**src/rtl/sysmm_pkg.sv**
```systemverilog
package sysmm_pkg;
  function automatic int acc_width(input int w, input int n);
    return 2 * w + $clog2(n);
  endfunction
endpackage

```
**src/rtl/sysmm_cell.sv**
```systemverilog
module sysmm_cell #(
  parameter int W  = 8,
  parameter int AW = 18
) (
  input  logic                 clk_i,
  input  logic                 rst_ni,
  input  logic                 clr_i,
  input  logic                 en_i,
  input  logic signed [W-1:0]  a_i,
  input  logic signed [W-1:0]  b_i,
  output logic signed [W-1:0]  a_o,
  output logic signed [W-1:0]  b_o,
  output logic signed [AW-1:0] acc_o
);
  logic signed [2*W-1:0] prod;
  assign prod = a_i * b_i;

  always_ff @(posedge clk_i or negedge rst_ni) begin
    if (!rst_ni) begin
      acc_o <= '0;
      a_o   <= '0;
      b_o   <= '0;
    end else if (clr_i) begin
      acc_o <= '0;
      a_o   <= '0;
      b_o   <= '0;
    end else begin
      a_o <= a_i;
      b_o <= b_i;
      if (en_i) acc_o <= acc_o + AW'(prod);
    end
  end


  acc_hold_chk: assert property (@(posedge clk_i) disable iff (!rst_ni)
    (!en_i && !clr_i) |=> $stable(acc_o));

  acc_clear_chk: assert property (@(posedge clk_i) disable iff (!rst_ni)
    clr_i |=> (acc_o == '0));
endmodule

```
**src/rtl/sysmm_feed.sv**
```systemverilog
module sysmm_feed #(
  parameter int W   = 8,
  parameter int N   = 3,
  parameter int IDX = 0,
  parameter int CW  = 3
) (
  input  logic [N*W-1:0]      vec_i,
  input  logic [CW-1:0]       tick_i,
  input  logic                busy_i,
  output logic signed [W-1:0] elem_o
);
  // element k leaves this edge feeder on tick k+IDX; empty slots carry zero
  always_comb begin
    int kk;
    kk = int'(tick_i) - IDX;
    elem_o = '0;
    if (busy_i && kk >= 0 && kk < N) elem_o = vec_i[kk*W +: W];
  end
endmodule

```
**src/rtl/sysmm_ctrl.sv**
```systemverilog
module sysmm_ctrl #(
  parameter int N  = 3,
  parameter int CW = 3
) (
  input  logic          clk_i,
  input  logic          rst_ni,
  input  logic          start_i,
  output logic [CW-1:0] tick_o,
  output logic          busy_o,
  output logic          done_o
);
  localparam logic [CW-1:0] LAST = CW'(3*N-3);

  always_ff @(posedge clk_i or negedge rst_ni) begin
    if (!rst_ni) begin
      tick_o <= '0;
      busy_o <= 1'b0;
      done_o <= 1'b0;
    end else if (start_i) begin
      tick_o <= '0;
      busy_o <= 1'b1;
      done_o <= 1'b0;
    end else if (busy_o) begin
      tick_o <= tick_o + 1'b1;
      if (tick_o == LAST) begin
        busy_o <= 1'b0;
        done_o <= 1'b1;
      end
    end
  end


  tick_range_chk: assert property (@(posedge clk_i) disable iff (!rst_ni)
    busy_o |-> (tick_o <= LAST));

  done_rise_chk: assert property (@(posedge clk_i) disable iff (!rst_ni)
    $rose(done_o) |-> ($past(tick_o) == LAST && $past(busy_o)));

  done_hold_chk: assert property (@(posedge clk_i) disable iff (!rst_ni)
    (done_o && !start_i) |=> done_o);

  start_clear_chk: assert property (@(posedge clk_i) disable iff (!rst_ni)
    start_i |=> (!done_o && busy_o));
endmodule

```
**src/rtl/systolic_matmul.sv**
```systemverilog
module systolic_matmul #(
  parameter int N  = 3,
  parameter int W  = 8,
  parameter int AW = sysmm_pkg::acc_width(W, N)
) (
  input  logic              clk_i,
  input  logic              rst_ni,
  input  logic              start_i,
  input  logic [N*N*W-1:0]  a_i,
  input  logic [N*N*W-1:0]  b_i,
  output logic              done_o,
  output logic [N*N*AW-1:0] c_o
);
  localparam int CW = $clog2(3*N-1);

  logic [N*N*W-1:0] a_q, b_q;
  logic [CW-1:0]    tick;
  logic             busy;

  logic signed [W-1:0]  a_h [N][N+1];
  logic signed [W-1:0]  b_v [N+1][N];
  logic signed [AW-1:0] acc [N][N];
  logic [N*W-1:0]       arow [N];
  logic [N*W-1:0]       bcol [N];

  always_ff @(posedge clk_i or negedge rst_ni) begin
    if (!rst_ni) begin
      a_q <= '0;
      b_q <= '0;
    end else if (start_i) begin
      a_q <= a_i;
      b_q <= b_i;
    end
  end

  sysmm_ctrl #(.N(N), .CW(CW)) u_ctrl (
    .clk_i, .rst_ni, .start_i,
    .tick_o(tick), .busy_o(busy), .done_o(done_o)
  );

  for (genvar x = 0; x < N; x++) begin : g_edge
    for (genvar k = 0; k < N; k++) begin : g_pack
      assign arow[x][k*W +: W] = a_q[(x*N+k)*W +: W];
      assign bcol[x][k*W +: W] = b_q[(k*N+x)*W +: W];
    end
    sysmm_feed #(.W(W), .N(N), .IDX(x), .CW(CW)) u_west (
      .vec_i(arow[x]), .tick_i(tick), .busy_i(busy), .elem_o(a_h[x][0])
    );
    sysmm_feed #(.W(W), .N(N), .IDX(x), .CW(CW)) u_north (
      .vec_i(bcol[x]), .tick_i(tick), .busy_i(busy), .elem_o(b_v[0][x])
    );
  end

  for (genvar r = 0; r < N; r++) begin : g_row
    for (genvar c = 0; c < N; c++) begin : g_col
      sysmm_cell #(.W(W), .AW(AW)) u_cell (
        .clk_i, .rst_ni,
        .clr_i(start_i), .en_i(busy),
        .a_i(a_h[r][c]),   .b_i(b_v[r][c]),
        .a_o(a_h[r][c+1]), .b_o(b_v[r+1][c]),
        .acc_o(acc[r][c])
      );
      assign c_o[(r*N+c)*AW +: AW] = acc[r][c];
    end
  end


  result_hold_chk: assert property (@(posedge clk_i) disable iff (!rst_ni)
    (done_o && !start_i) |=> $stable(c_o));
endmodule

```
**config.mk**
```make
export PLATFORM = sky130hd
export DESIGN_NAME = systolic_matmul
export DESIGN_NICKNAME = d
export VERILOG_FILES = /design/src/rtl/sysmm_pkg.sv /design/src/rtl/sysmm_cell.sv /design/src/rtl/sysmm_feed.sv /design/src/rtl/sysmm_ctrl.sv /design/src/rtl/systolic_matmul.sv
export SDC_FILE = /design/constraint.sdc
export NUM_CORES = 2
export LEC_CHECK = 0
export ABC_AREA = 1
export ABC_CLOCK_PERIOD_IN_PS = 11800
export BUFFER_PORTS_ARGS = -buffer_cell sky130_fd_sc_hd__clkbuf_2
export CORE_MARGIN = 2
export CORE_UTILIZATION = 66
export DETAILED_ROUTE_END_ITERATION = 7
export PLACE_DENSITY = 0.88
export SYNTH_ARGS = -nofsm -noshare
export SYNTH_HDL_FRONTEND = slang
export SYNTH_HIERARCHICAL = 1
export SYNTH_SLANG_ARGS = --single-unit
```
**constraint.sdc**
```tcl
create_clock -name clk_i -period 11.8 [get_ports clk_i]
set_input_delay 3.54 -clock clk_i [delete_from_list [all_inputs] [get_ports clk_i]]
set_output_delay 3.54 -clock clk_i [all_outputs]
set_load 0.01 [all_outputs]
```
; ---- Yosys cells after proc, flatten, opt, wreduce, memory -nomap -nowiden
; Index checks and enable logic that the tools add are counted.
[op_classes]
n_addsub = 12
n_mul = 9
order_cmp = 6
eq_ne = 1
shift = 6
n_mux = 44
n_reduce_logical = 9
[op_table]
columns = cell, n
row1 = $mux W18, 18
row2 = $add A18 B16 Y18, 9
row3 = $mul A8 B8 Y16, 9
row4 = $mux W8, 18
row5 = $shiftx A24 B32 Y8, 4
row6 = $ge A32 B1 Y1 const B, 2
row7 = $lt A32 B3 Y1 const B, 2
row8 = $shiftx A24 B7 Y8, 2
row9 = $logic_and A1 B1 Y1, 6
row10 = $mux W1, 6
row11 = $mux W3, 2
row12 = $reduce_bool A2 Y1, 2
row13 = $sub A3 B1 Y4 const B, 1
row14 = $sub A3 B2 Y4 const B, 1
row15 = $add A3 B1 Y3 const B, 1
row16 = $eq A3 B3 Y1 const B, 1
row17 = $ge A3 B1 Y1 const B, 1
row18 = $lt A3 B2 Y1 const B, 1
row19 = $reduce_and A2 Y1, 1
[word_totals]
reg_bits = 407
in_bits = 147
output_inout_bits = 163

; ---- Longest topological paths before layout
[logic_depth]
depth_word = 9
mapped_depth = 32
depth_no_buf = 31

; ---- Cells and area by module
; Netlist, hierarchy kept.
[modules_own_cells]
columns = module, n_inst, cells_per_inst, area_each_um2
row1 = sysmm_cell at g_row[1].g_col[0].u_cell ..., 4, 576, 4724.5
row2 = systolic_matmul, 1, 608, 5427.7
row3 = sysmm_cell at g_row[0].g_col[2].u_cell, 1, 596, 4817.1
row4 = sysmm_cell at g_row[0].g_col[1].u_cell, 1, 579, 4722.0
row5 = sysmm_cell at g_row[2].g_col[1].u_cell, 1, 575, 4717.0
row6 = sysmm_cell at g_row[0].g_col[0].u_cell, 1, 571, 4695.8
row7 = sysmm_cell at g_row[2].g_col[2].u_cell, 1, 572, 4683.2
row8 = sysmm_feed at g_edge[2].u_north ..., 2, 86, 400.4
row9 = sysmm_feed at g_edge[1].u_north ..., 2, 63, 346.6
row10 = sysmm_feed at g_edge[0].u_north ..., 2, 62, 266.5
row11 = sysmm_ctrl, 1, 25, 234.0

; ---- Worst setup path after synthesis
; Ideal clock, no wire load.
[synth_timing]
path_kind = register -> register
startpoint = register u_ctrl.tick_o[0]
endpoint = register g_row[1].g_col[0].u_cell.acc_o[17]
setup_ns = 0.117
arrival_time_ns = 5.804
t_required_ns = 11.683
path_slack_ns = 5.878
stages_incl_launch_ff = 25
path_buffers = 1
period_less_slack_ns = 5.922
cell_sequence = dfrtp_1 -> inv_2 -> ha_1 -> inv_1 -> a21oi_1 -> nand3_1 -> a21oi_1 -> clkbuf_1 -> nand2_1 -> inv_1 -> fa_1 -> fa_1 -> fa_1 -> inv_1 -> fa_1 -> inv_1 -> ha_1 -> ha_1 -> inv_2 -> nor3_4 -> nand2_1 -> o21ai_1 -> nand2_1 -> nand3_1 -> nand2_1
[synth_rtl]
columns = item, line_no
row1 = from (decl), sysmm_ctrl.sv:8  ; output logic [CW-1:0] tick_o,
row2 = from (signal assigned), sysmm_ctrl.sv:24  ; tick_o <= tick_o + 1'b1;
row3 = to (signal assigned), sysmm_cell.sv:30  ; if (en_i) acc_o <= acc_o + AW'(prod);
row4 = to (decl), sysmm_cell.sv:13  ; output logic signed [AW-1:0] acc_o

==> out/qor.csv <==
metric,value,unit
cts_buffers,50,
clockBufferDepth,3,
min_to,a_q[55]$_DFFE_PN0P_,
yosysWarningCount,6,
crit_buf_inv,6,
grt_use_met1,0.4211,
die_w,275.6,µm
maxSlewHeadroom,0.2854,
p_sw_frac,0.4224,
postRouteAntennaNets,0,
fin_cells,7288,
max_stage_delay,0.73,ns
root_buffer,clkbuf_16,
placed_cells,7191,
place_ws,4.852,ns
min_path_type,reg2reg,
hpwl,97650,µm
hold_depth,2,
min_period,7.224,ns
final_area,52460,µm²
power_frac_seq,0.259,
p_per_area,123.2,nW/µm²
p_comb_frac,0.476,
crit_chain,buf_4 > inv_2 > ha_1 > inv_1 > a21oi_1 > nand3_1 > a21oi_1 > nand2_1 > inv_1 > fa_1 > inv_1 > fa_1 > inv_1 > fa_1 > fa_1 > ha_1 > ha_1 > a21oi_1 > nand2_1 > a21oi_2 > nand2_1 > or2_1 > nand3_1 > nand2_1,
finalSetupViolations,0,
power_switching,2729,µW
grt_pass1_wl,205700,µm
row_count,99,
finalWorstSetupSlack,4.576,ns
cpLargestDelayFamily,adder cells,
routed_wl,123600,µm
vias_per_cell,5.380,
clkSlewWorstSetupHoldPaths,0.06,ns
start_util,0.6672,
drive_gt1_frac,0.08795,
globalRouteTotalUtil,0.3422,
status,finished clean,
num-nets-final,7539,
rr_worst_depth,24,
drtIter0Drc,3034,
cts_hold_buf,0,
synthToLayoutAreaGrowth,7.760,%
core_area,72960,µm²
grtUsageMet2,0.5807,
cts.repair.resized,0,
cts_tree,built,
p_clk_frac,0.265,
slew_violations,0,
critPathMaxFanout,82,
wl_per_cell,16.96,µm
post_cts_buffers,0,
antenna_found_initial,10,
p_int,3732,µW
synth_area,48680,µm²
io_pins,310,
crit_arrival,7.72,ns
worstHoldStart,a_q[55]$_DFFE_PN0P_,
p_leak,0.03264,µW
worst_slew_pin_slew,1.068,ns
placed_cell_area,50600,µm²
drc,0,
place_congestion,0.9572,
syn-instance-count,6113,
max_cap_violations,0,
top_usage_layer,met2,
slowest_stage,buf_4,
critPathLaunchType,flop,
critPathCaptureType,flop,
reg2reg_setup_slack,4.58,ns
avgSynthCellArea,7.963,µm²
synth_fp_nets,7368,
met3_usage,0.06133,
final_hold_viol_count,0,
clk_latency,0.66,ns
timing.rr.start,u_ctrl/tick_o[0]$_DFFE_PN0P_,
grt_pass1_vias,41840,
rsz0062_at_grt,false,
die_area,75940,µm²
cts.sinks,407,
power.total,6460,µW
ir_drop,0.4567,mV
fmax,138.4,MHz
critical_path_class,reg2reg,
numPortBuffers,309,
die_h,275.6,µm
drt_first_pass_iters,8,
tns,0,ns
reg2reg_to,g_row[0].g_col[1].u_cell/acc_o[13]$_DFFE_PN0P_,
skew,0.06012,ns
required,12.30,ns
finalCritPeriodShare,0.6122,
vias,39210,
htree_levels,2,
grt_max_degree,190,
overflow,0,
-- power by group through the flow --
stage | logic, µW | registers, µW | clock network (µW)
after global routing | 3500 | 1690 | 1780
final | 3070 | 1680 | 1710
after detailed placement | 3020 | 1690 | 0
after global placement | 2890 | 1690 | 0
after CTS | 3050 | 1670 | 1730
after floorplan | 2310 | 1640 | 0
-- cells in the final DEF, fill, tap and decap left out, types with 29 or more instances in the layout --
master	n
dfrtp_1	405
o21ai_0	71
nand2_2	44
clkbuf_16	50
a21oi_1	132
inv_1	1459
xor2_1	29
nor2_1	377
nand2_1	1759
o21ai_1	58
ha_1	388
fa_1	720
nand3_1	222
clkbuf_2	307
-- worst reg2reg max path, stage by stage (launching register included) --
cell and delay (ns):
dfrtp_2 0.34, buf_4 0.73, inv_2 0.25, ha_1 0.42, inv_1 0.16, a21oi_1 0.18, nand3_1 0.13, a21oi_1 0.65
nand2_1 0.28, inv_1 0.15, fa_1 0.46, inv_1 0.23, fa_1 0.44, inv_1 0.11, fa_1 0.43, fa_1 0.50
ha_1 0.30, ha_1 0.35, a21oi_1 0.26, nand2_1 0.16, a21oi_2 0.12, nand2_1 0.07, or2_1 0.21, nand3_1 0.06
nand2_1 0.06
-- stage by stage --
stage | utilization | hold WS (ns)
2_1_floorplan | - | 0.4338
3_3_place_gp | 0.6936 | 0.4474
3_5_place_dp | 0.6936 | 0.4586
4_1_cts | 0.7187 | 0.4736
5_1_grt | 0.7190 | 0.4824
6_report | 0.7190 | 0.4722
-- worst max path at each step --
| stage | start | end | slack [ns] | cells after the start |
|---|---|---|---|---|
| 3_3_place_gp | u_ctrl/tick_o[1]$_DFFE_PN0P_ | g_row[0].g_col[2].u_cell/acc_o[17]$_DFFE_PN0P_ | 5.05 | 24 |
| 2_1_floorplan | u_ctrl/tick_o[0]$_DFFE_PN0P_ | g_row[1].g_col[0].u_cell/acc_o[17]$_DFFE_PN0P_ | 5.88 | 24 |
| 4_1_cts | u_ctrl/tick_o[0]$_DFFE_PN0P_ | g_row[1].g_col[0].u_cell/acc_o[16]$_DFFE_PN0P_ | 4.74 | 22 |
| 6_report | u_ctrl/tick_o[0]$_DFFE_PN0P_ | g_row[0].g_col[1].u_cell/acc_o[13]$_DFFE_PN0P_ | 4.58 | 24 |
| 3_5_place_dp | u_ctrl/tick_o[0]$_DFFE_PN0P_ | g_row[1].g_col[0].u_cell/acc_o[17]$_DFFE_PN0P_ | 4.85 | 23 |
| 5_1_grt | u_ctrl/tick_o[0]$_DFFE_PN0P_ | g_row[0].g_col[1].u_cell/acc_o[13]$_DFFE_PN0P_ | 4.24 | 24 |
-- cell type report --
| class | count | area, µm² |
|---|---|---|
| well taps | 959 | 1200 |
| flip-flops and latches | 407 | 10190 |
| clock buffers | 64 | 1404 |
| multi-input cells | 4001 | 31870 |
| fillers | 5315 | 20500 |
| inverters | 1495 | 5614 |
| repair buffers | 329 | 1729 |
| clock inverters | 26 | 430.4 |
| diodes | 7 | 17.52 |
-- state kept, by name (all words and copies together), names as in the netlist --
register and flops:
g_row.g_col.u_cell/b_o 48, b_q 72, g_row.g_col.u_cell/a_o 48, u_ctrl/tick_o 3, u_ctrl/done_o 1, g_row.g_col.u_cell/acc_o 162
a_q 72, u_ctrl/busy_o 1
-- per-layer routing --
layer,up-vias,share of wire
li1,18180,-
met1,19050,0.38
met2,1575,0.49
met3,399,0.074
met4,6,0.057
met5,-,0.00033
(Power assumes the default switching activity.)
